--- src/rtl/pp_fifo_pkg.sv ---
package pp_fifo_pkg;
  localparam int unsigned BYTE_W = 8;
  localparam int unsigned WORD_W = 2 * BYTE_W;
  localparam int unsigned CNT_W  = 2 * BYTE_W;
  typedef logic [BYTE_W-1:0] byte_t;
endpackage

--- src/rtl/ppf_byte_fifo.sv ---
module ppf_byte_fifo
  import pp_fifo_pkg::*;
#(
  parameter int unsigned DEPTH = 16,
  localparam int unsigned AW = $clog2(DEPTH),
  localparam int unsigned CW = $clog2(DEPTH + 1)
) (
  input  logic              clk_i,
  input  logic              rst_ni,
  input  logic              clr_i,
  input  logic [1:0]        push_n_i,
  input  logic [WORD_W-1:0] wdata_i,
  input  logic [1:0]        pop_n_i,
  output logic [WORD_W-1:0] rdata_o,
  output logic [CW-1:0]     level_o
);
  // DEPTH must be a power of two: pointers wrap naturally
  byte_t         mem_q [DEPTH];
  logic [AW-1:0] wr_q, rd_q;
  logic [CW-1:0] lvl_q;

  always_ff @(posedge clk_i) begin
    if (push_n_i != 2'd0) mem_q[wr_q] <= wdata_i[BYTE_W-1:0];
    if (push_n_i == 2'd2) mem_q[wr_q + AW'(1)] <= wdata_i[WORD_W-1:BYTE_W];
  end

  always_ff @(posedge clk_i or negedge rst_ni) begin
    if (!rst_ni) begin
      wr_q  <= '0;
      rd_q  <= '0;
      lvl_q <= '0;
    end else if (clr_i) begin
      wr_q  <= '0;
      rd_q  <= '0;
      lvl_q <= '0;
    end else begin
      wr_q  <= wr_q + AW'(push_n_i);
      rd_q  <= rd_q + AW'(pop_n_i);
      lvl_q <= lvl_q + CW'(push_n_i) - CW'(pop_n_i);
    end
  end

  assign rdata_o = {mem_q[rd_q + AW'(1)], mem_q[rd_q]};
  assign level_o = lvl_q;
endmodule

--- src/rtl/ppf_xfer_count.sv ---
module ppf_xfer_count
  import pp_fifo_pkg::*;
(
  input  logic        clk_i,
  input  logic        rst_ni,
  input  logic        hi_wr_i,
  input  logic        lo_wr_i,
  input  byte_t       byte_i,
  input  logic        set_i,
  input  logic        beat_i,
  output logic        busy_o,
  output logic        last_o,
  output logic        err_o
);
  logic [CNT_W-1:0] stage_q, rem_q;
  logic             busy_q, err_q;

  assign last_o = busy_q && beat_i && (rem_q == CNT_W'(1));

  always_ff @(posedge clk_i or negedge rst_ni) begin
    if (!rst_ni) begin
      stage_q <= '0;
      rem_q   <= '0;
      busy_q  <= 1'b0;
      err_q   <= 1'b0;
    end else begin
      if (hi_wr_i) stage_q[CNT_W-1:BYTE_W] <= byte_i;
      if (lo_wr_i) stage_q[BYTE_W-1:0]     <= byte_i;
      if (set_i && busy_q) err_q <= 1'b1;
      if (set_i && !busy_q && stage_q != '0) begin
        busy_q <= 1'b1;
        rem_q  <= stage_q;
      end
      if (busy_q && beat_i) begin
        rem_q <= rem_q - CNT_W'(1);
        if (rem_q == CNT_W'(1)) busy_q <= 1'b0;
      end
    end
  end

  assign busy_o = busy_q;
  assign err_o  = err_q;
endmodule

--- src/rtl/pingpong_xfer_fifo.sv ---
module pingpong_xfer_fifo
  import pp_fifo_pkg::*;
#(
  parameter int unsigned DEPTH = 16
) (
  input  logic        clk_i,
  input  logic        rst_ni,
  input  logic        host_wr_i,
  input  logic [15:0] host_wdata_i,
  input  logic        host_rd_i,
  output logic [15:0] host_rdata_o,
  input  logic        flip_i,
  output logic        host_empty_o,
  output logic        host_full_o,
  output logic        alt_empty_o,
  output logic        alt_full_o,
  output logic        sel_o,
  output logic        ovf_o,
  output logic        unf_o,
  input  logic        cnt_hi_wr_i,
  input  logic        cnt_lo_wr_i,
  input  logic [7:0]  cnt_byte_i,
  input  logic        cnt_set_i,
  output logic        done_o,
  output logic        arm_err_o,
  input  logic        phase_in_i,
  output logic        bus_tx_valid_o,
  output logic [7:0]  bus_tx_data_o,
  input  logic        bus_tx_ack_i,
  input  logic        bus_rx_valid_i,
  input  logic [7:0]  bus_rx_data_i,
  output logic        bus_rx_ready_o
);
  localparam int unsigned CW = $clog2(DEPTH + 1);

  logic              sel_q, ovf_q, unf_q;
  logic [CW-1:0]     lvl   [2];
  logic [WORD_W-1:0] head  [2];
  logic [CW-1:0]     host_lvl, bus_lvl;
  logic              wr_ok, busy, last, tx_pop, rx_push, clr_bus;
  logic [1:0]        host_pop_n;

  assign host_lvl = lvl[sel_q];
  assign bus_lvl  = lvl[~sel_q];

  assign wr_ok      = host_wr_i && ((CW'(DEPTH) - host_lvl) >= CW'(2));
  assign host_pop_n = !host_rd_i ? 2'd0 :
                      (host_lvl >= CW'(2)) ? 2'd2 :
                      (host_lvl == CW'(1)) ? 2'd1 : 2'd0;

  always_comb begin
    if (host_lvl == '0)             host_rdata_o = '0;
    else if (host_lvl == CW'(1))    host_rdata_o = {8'h00, head[sel_q][7:0]};
    else                            host_rdata_o = head[sel_q];
  end

  assign bus_tx_valid_o = busy && phase_in_i && (bus_lvl != '0);
  assign bus_tx_data_o  = head[~sel_q][7:0];
  assign bus_rx_ready_o = busy && !phase_in_i && (bus_lvl != CW'(DEPTH));
  assign tx_pop         = bus_tx_valid_o && bus_tx_ack_i;
  assign rx_push        = bus_rx_ready_o && bus_rx_valid_i;
  assign clr_bus        = last && phase_in_i;   // drop pad byte of odd send

  for (genvar g = 0; g < 2; g++) begin : g_buf
    logic       own_host;
    logic [1:0] push_n, pop_n;
    logic [15:0] wdata;
    assign own_host = (sel_q == 1'(g));
    assign push_n   = own_host ? (wr_ok ? 2'd2 : 2'd0) : (rx_push ? 2'd1 : 2'd0);
    assign pop_n    = own_host ? host_pop_n : (tx_pop ? 2'd1 : 2'd0);
    assign wdata    = own_host ? host_wdata_i : {8'h00, bus_rx_data_i};

    ppf_byte_fifo #(.DEPTH(DEPTH)) u_fifo (
      .clk_i    (clk_i),
      .rst_ni   (rst_ni),
      .clr_i    (!own_host && clr_bus),
      .push_n_i (push_n),
      .wdata_i  (wdata),
      .pop_n_i  (pop_n),
      .rdata_o  (head[g]),
      .level_o  (lvl[g])
    );
  end

  ppf_xfer_count u_cnt (
    .clk_i   (clk_i),
    .rst_ni  (rst_ni),
    .hi_wr_i (cnt_hi_wr_i),
    .lo_wr_i (cnt_lo_wr_i),
    .byte_i  (cnt_byte_i),
    .set_i   (cnt_set_i),
    .beat_i  (tx_pop || rx_push),
    .busy_o  (busy),
    .last_o  (last),
    .err_o   (arm_err_o)
  );

  always_ff @(posedge clk_i or negedge rst_ni) begin
    if (!rst_ni) begin
      sel_q <= 1'b0;
      ovf_q <= 1'b0;
      unf_q <= 1'b0;
    end else begin
      if (flip_i) sel_q <= ~sel_q;
      if (host_wr_i && !wr_ok) ovf_q <= 1'b1;
      if (host_rd_i && host_lvl == '0) unf_q <= 1'b1;
    end
  end

  assign sel_o        = sel_q;
  assign ovf_o        = ovf_q;
  assign unf_o        = unf_q;
  assign done_o       = !busy;
  assign host_empty_o = (host_lvl == '0);
  assign host_full_o  = (host_lvl == CW'(DEPTH));
  assign alt_empty_o  = (bus_lvl == '0);
  assign alt_full_o   = (bus_lvl == CW'(DEPTH));
endmodule

--- config.mk ---
export PLATFORM = sky130hd
export DESIGN_NAME = pingpong_xfer_fifo
export DESIGN_NICKNAME = d
export VERILOG_FILES = /design/src/rtl/pp_fifo_pkg.sv /design/src/rtl/ppf_byte_fifo.sv /design/src/rtl/ppf_xfer_count.sv /design/src/rtl/pingpong_xfer_fifo.sv
export SDC_FILE = /design/constraint.sdc
export NUM_CORES = 1
export LEC_CHECK = 0
export BUFFER_PORTS_ARGS = -buffer_cell sky130_fd_sc_hd__buf_2
export CAP_MARGIN = 40
export CORE_MARGIN = 1
export CORE_UTILIZATION = 55
export DETAILED_ROUTE_END_ITERATION = 10
export GPL_ROUTABILITY_DRIVEN = 1
export PLACE_DENSITY = 0.72
export SETUP_SLACK_MARGIN = 0.1
export SLEW_MARGIN = 20
export SYNTH_ARGS = -nofsm -noshare
export SYNTH_HDL_FRONTEND = slang
export SYNTH_SLANG_ARGS = --single-unit
--- constraint.sdc ---
create_clock -name clk_i -period 7.8 [get_ports clk_i]
set_input_delay 1.17 -clock clk_i [delete_from_list [all_inputs] [get_ports clk_i]]
set_output_delay 1.17 -clock clk_i [all_outputs]
set_load 0.01 [all_outputs]
# Yosys cells after proc, flatten, opt, wreduce, memory -nomap -nowiden
# Memory sizes are Yosys's and may differ from the RTL's.
# Cells that the tools add are included.
# op_classes
n_addsub,14
bitwise_logic,3
n_mux,45
order_cmp,4
n_reduce_logical,29
n_eq_ne,7
# ops
op,count
16-bit 2-to-1 mux,9
5-bit 2-to-1 mux,8
8-bit 2-to-1 mux,3
1-bit logical AND,17
"4-bit by 1-bit adder with 4-bit output, second input constant",4
4-bit by 2-bit adder with 4-bit output,4
"16-bit by 1-bit == test with 1-bit output, second input constant",1
4-bit 2-to-1 mux,4
16-bit nonzero test,1
"16-bit by 1-bit subtractor with 16-bit output, second input constant",1
1-bit 2-to-1 mux,14
2-bit 2-to-1 mux,7
5-bit by 2-bit adder with 5-bit output,2
"5-bit == test, second input constant",2
"5-bit by 2-bit >= comparator with 1-bit output, second input constant",2
5-bit logical NOT,2
5-bit by 2-bit subtractor with 5-bit output,2
2-bit nonzero test,3
"5-bit by 1-bit == test with 1-bit output, second input constant",1
"5-bit != test, second input constant",1
5-bit nonzero test,1
"5-bit subtractor, first input constant",1
"2-bit == test, second input constant",2
"2-bit >= comparator, second input constant",2
4 further kinds,8
# totals
register_bits,63
output_inout_bits,35
mem_bits_rw,256
inputBits,43
memories,2
wordCells,118
# memory_table
memory,depth,word_bits,read_ports,rd_clocked_by_memory_dff,write_ports,line_no,source
g_buf[0].u_fifo.mem_q,16,8,2,0,2,ppf_byte_fifo.sv:18,byte_t mem_q [DEPTH];
g_buf[1].u_fifo.mem_q,16,8,2,0,2,ppf_byte_fifo.sv:18,

# Longest topological paths before layout
# depth
depth_word,14
depth_mapped,20
depth_no_buf,16

# Modules after synthesis
# Synthesis repeated with hierarchy kept, for this count alone.
# unflattened
hier_cells,1603
area_unflattened_um2,20028.0
# modules_own_cells
mod,seq_area_each_um2,cells_each,area_each_um2,n_inst
ppf_byte_fifo at g_buf[1].u_fifo,4169.0,651,8573.2,1
ppf_byte_fifo at g_buf[0].u_fifo,4169.0,647,8562.0,1
ppf_xfer_count,850.8,150,1730.4,1
pingpong_xfer_fifo,75.1,155,1162.4,1

# Worst setup path after synthesis
# No wires, ideal clock.
# synth_path
path_kind,register to register
start,register sel_q (netlist: sel_o)
end,register g_buf[0].u_fifo.lvl_q[4]
setup_ns,0.132
path_slack_ns,3.819
n_path_buf,4
arrival_ns,3.849
required_time_ns,7.668
period_less_slack_ns,3.981
stages_incl_launch_ff,20
cell_sequence,dfrtp_1 > buf_4 > buf_2 > buf_2 > mux2_2 > inv_1 > ha_1 > inv_1 > a2111oi_0 > o311a_1 > buf_4 > nor2_1 > fa_1 > inv_1 > fa_1 > inv_1 > a21o_1 > a21oi_1 > xnor2_1 > nor2_1
# synth_via
elab_chain_len,14
word_cells_on_any_way,36
classes_between,3 x add/sub; 2 x order compare; 2 x eq/ne; 15 x mux; 3 x bitwise; 11 x reduce/logical
# synth_rtl
item,line_no,source
"start, declared",pingpong_xfer_fifo.sv:36,"logic sel_q, ovf_q, unf_q;"
"start signal, assigned",pingpong_xfer_fifo.sv:104,if (flip_i) sel_q <= ~sel_q;
branches (longest 13 deep; another with 5-bit subtractor),n/a,
5-bit 2-to-1 mux *,ppf_byte_fifo.sv:32,end else if (clr_i) begin
"end signal, assigned",ppf_byte_fifo.sv:39,lvl_q <= lvl_q + CW'(push_n_i) - CW'(pop_n_i);
"end, declared",ppf_byte_fifo.sv:20,logic [CW-1:0] lvl_q;
# Mark *: on every way between the ends. The select of a mux whose other input is x is not followed.
# A chain may end at the register's enable or synchronous reset.

# Worst setup path after layout
# layout_path
start,register sel_q (netlist: sel_o)
end,output host_rdata_o[4]
# layout_via
elab_chain_len,6
word_cells_on_any_way,10
classes_between,8 x mux; 1 x bitwise; 1 x reduce/logical
# layout_rtl
item,line_no,source
1-bit NOT with 2-bit output (not written as such) *,"pingpong_xfer_fifo.sv:43, pingpong_xfer_fifo.sv:53, pingpong_xfer_fifo.sv:54",
5-bit 2-to-1 mux (not written as such) / 16-bit 2-to-1 mux (equally long branches) (3 in a row),"pingpong_xfer_fifo.sv:43, pingpong_xfer_fifo.sv:54",
5-bit logical NOT / 16-bit 2-to-1 mux (equally long branches),"pingpong_xfer_fifo.sv:52, pingpong_xfer_fifo.sv:53",
16-bit 2-to-1 mux *,pingpong_xfer_fifo.sv:52,if (host_lvl == '0) host_rdata_o = '0;
"end, declared",pingpong_xfer_fifo.sv:11,"output logic [15:0] host_rdata_o,"
# Mark *: on every way between the ends. The rest lies on a longest branch, timed or not. The select of a mux whose other input is x is not followed.

==> reports/qor.csv <==
stage,metric,value,unit
synth,largest family of logic cells by synthesized area,multiplexers,
synth,warnings from Yosys,0,
synth,syn nets,1423,
global_route,vias in the first global route,12600,
synth,syn_area_per_cell,14.4,µm²
placement,GPL Wtd Cong,0.968,
clock_network,CTS Hold Bufs,0,
synth,mux share of post-synthesis cell area,0.348,
clock_network,clock tree buffer depth,3,
setup_path,crit path kind,reg2out,
die,die area,36100,µm²
clock_network,# Post-CTS Setup Buffers,0,
setup_path,Startpoint Class,flop,
timing,fmax,197,MHz
power_and_ir_drop,Leakage,7.61,nW
power_and_ir_drop,total power,0.00900,W
route,drt first pass iters,5,
synth,largest area contributor in the netlist,edfxtp_1,
timing,actual slew at the worst max-slew pin,0.881,ns
timing,final-report setup violation count,0,
timing,period utilisation layout,0.651,
setup_path,critical path required time,6.63,ns
clock_network,"Reg clk slew, reported paths",0.05,ns
timing,setup TNS,0,ns
power_and_ir_drop,pwr/cell area,420,nW/µm²
synth,Post-synth EDFFs,256,
min_path,HP Class,reg2reg,
placement,PortBufs,77,
timing,Final Slew Violations,0,
global_route,initial antenna violation count,2,
die,Initial Utilization,0.561,
synth,share of the synthesized area in the top cell type,0.396,
flow_run,Max Cap Viol,0,
cells_and_area,final core utilization,0.620,
route,# DRC,0,
power_and_ir_drop,Peak VDD IR,0.405,mV
synth,Cells after Synth,1345,
synth,Main synth FF type,edfxtp_1,
timing,Worst slew margin,0.410,
global_route,first-pass GRT wire length,79.3,mm
global_route,GRT Util Overall,0.299,
timing,RSZ-0062 raised after global routing,false,
synth,Adder-Cell Fraction of Synth Area,0.0256,
die,row count,68,
synth,Seq cells post-synth,319,
clock_network,Sink Count,319,
synth,"top cells by area, synth","edfxtp_1, mux4_2, mux2_2",
cells_and_area,"most common cell after layout, fill and taps aside",mux2_2,
cells_and_area,fillers,2589,
die,num ports,78,
route,wire length per cell,28.2,µm
placement,placed instance area,20200,µm²
route,drt via density,6.83,
synth,Async SR Flop Fraction,0.197,
clock_network,clock tree from TritonCTS,yes,
setup_path,worst path arrival time,3.91,ns
route,Iteration-0 DRC Markers,1433,
placement,DP Wirelength,36.7,mm
timing,Setup WS post-layout,2.72,ns
route,vias,12800,
cells_and_area,multi-input logic area,9580,µm²
setup_path,worst-path maximum fanout,46,
placement,Place WS,2.88,ns
global_route,largest net degree at the start of global routing,64,
synth,Compound-Gate Fraction of Synth Area,0.0369,
cells_and_area,NumNets Final,1471,
clock_network,Num CTS Buffers,37,
timing,Layout Skew,0.0172,ns
clock_network,"Clk Latency, worst-skew pair",0.54,ns
cells_and_area,layout cells sized above 1,0.463,
timing,Final Hold Vio Count,0,
cells_and_area,FF+latch area,9280,µm²
status,status,"complete, no violations",
cells_and_area,most frequent cells in the layout,"mux2_2, edfxtp_1, mux4_2, buf_2, nand2_1",
die,Die Height,190,µm
die,Core Footprint,34600,µm²
global_route,GRT overflow,0,
cells_and_area,antenna fix cells,0,
die,Die W,190,µm
route,remaining antenna violation count,0,
synth,Synth cell types,66,
clock_network,clock root cell,clkbuf_16,
synth,simple-gate area share of the yosys netlist,0.0721,
cells_and_area,fin area,21500,µm²
setup_path,CP endpoint kind,output port,
synth,synthesized area,19400,µm²
route,WL final,52.8,mm
clock_network,H-Tree Depth,2,
synth,post-synthesis sequential area ratio,0.477,
clock_network,cts repair resizes,0,
timing,Final min period,5.08,ns
cells_and_area,Area Growth Syn to Fin,10.4,%
synth,xor/xnor cell area share of the yosys netlist,0.00992,
[state kept, by name (all words and copies together), names as in the netlist]
| signal | cells |
|---|---|
| g_buf.u_fifo.level_o | 10 |
| g_buf.u_fifo.mem_q | 256 |
| g_buf.u_fifo.rd_q | 8 |
| g_buf.u_fifo.wr_q | 8 |
| ovf_o | 1 |
| sel_o | 1 |
| u_cnt.busy_o | 1 |
| u_cnt.err_o | 1 |
| u_cnt.rem_q | 16 |
| u_cnt.stage_q | 16 |
| unf_o | 1 |
[path summary, 6_finish.rpt]
check                      slack [ns]  cells past startpoint                    endpoint  startpoint
setup / recovery                 2.72                     10             host_rdata_o[4]       sel_o
hold / removal                   0.45                      1                       unf_o       unf_o
setup reg to reg                 2.78                     16  g_buf[0].u_fifo.level_o[4]       sel_o
hold reg to reg                  0.45                      1                       unf_o       unf_o
max in group asynchronous        6.74                      3  g_buf[1].u_fifo.level_o[2]      rst_ni
min in group asynchronous        0.55                      2     g_buf[0].u_fifo.rd_q[1]      rst_ni
[routing by layer]
layer  routed length, µm  GRT usage
met1               21000      0.430
met2               25100      0.472
met3                5380     0.0493
met4                1330     0.0844
met5                  13          0
[worst max-delay path, stage by stage (launching register included)]
cell	delay, ns
dfrtp_2	0.39
buf_4	0.29
inv_2	0.51
a21boi_0	0.30
ha_1	0.29
inv_1	0.09
nor2_1	0.07
ha_1	0.28
nor2_1	0.63
a22o_1	0.34
buf_2	0.16
[area by class of cell]
| type | count | share of cell area |
|---|---|---|
| multi-input combinational | 879 | 0.446 |
| sequential | 319 | 0.432 |
| clock buffer | 47 | 0.0473 |
| timing repair buffer | 118 | 0.0335 |
| tap | 455 | 0.0265 |
| clock inverter | 17 | 0.00746 |
| inverter | 38 | 0.00665 |
[through the flow]
step,std cells,hold slack (ns)
after global placement,1787,0.435
after CTS,1865,0.452
after floorplan,1345,0.468
after global routing,1873,0.464
after detailed placement,1801,0.439
final,1873,0.450
[kinds of logic (layout without fill, tap and decap cells)]
logic type,Yosys count,in the layout
xor gates and xnor gates,22,22
DFF,319,319
and+or+nand+nor,276,276
buffers and inverters,147,220
AOI/OAI and AO/OA,99,99
adders and majority gates,35,35
muxes,447,447
[cells in the mapped netlist (5+ instances only)]
| library cell | instances |
|---|---|
| nor2b_1 | 17 |
| xor2_1 | 12 |
| a21oi_1 | 15 |
| nand2_1 | 79 |
| inv_1 | 37 |
| mux2_4 | 8 |
| clkbuf_1 | 74 |
| nor3_1 | 9 |
| dfrtp_1 | 63 |
| fa_1 | 8 |
| o2111a_1 | 8 |
| nand2_2 | 12 |
| o22ai_1 | 5 |
| nor2_1 | 61 |
| a21o_1 | 7 |
| ha_1 | 27 |
| mux4_2 | 152 |
| buf_2 | 11 |
| nand2b_1 | 10 |
| a22o_1 | 8 |
| nor2_2 | 12 |
| a221o_1 | 5 |
| nor4_1 | 12 |
| o31ai_1 | 5 |
| nand3_1 | 28 |
| mux2_2 | 283 |
| or3_1 | 7 |
| buf_1 | 19 |
| edfxtp_1 | 256 |
| xnor2_1 | 10 |
| o21ai_0 | 22 |
[report_power, final]
part / switching (W) / total [W] / internal (W) / leakage, nW
Clock: 0.000695 / 0.00171 / 0.00102 / 0.585
Sequential: 0.000344 / 0.00265 / 0.00230 / 3.04
Combinational: 0.00245 / 0.00464 / 0.00220 / 3.98
Total: 0.00348 / 0.00900 / 0.00552 / 7.61
(Power assumes the default switching activity.)
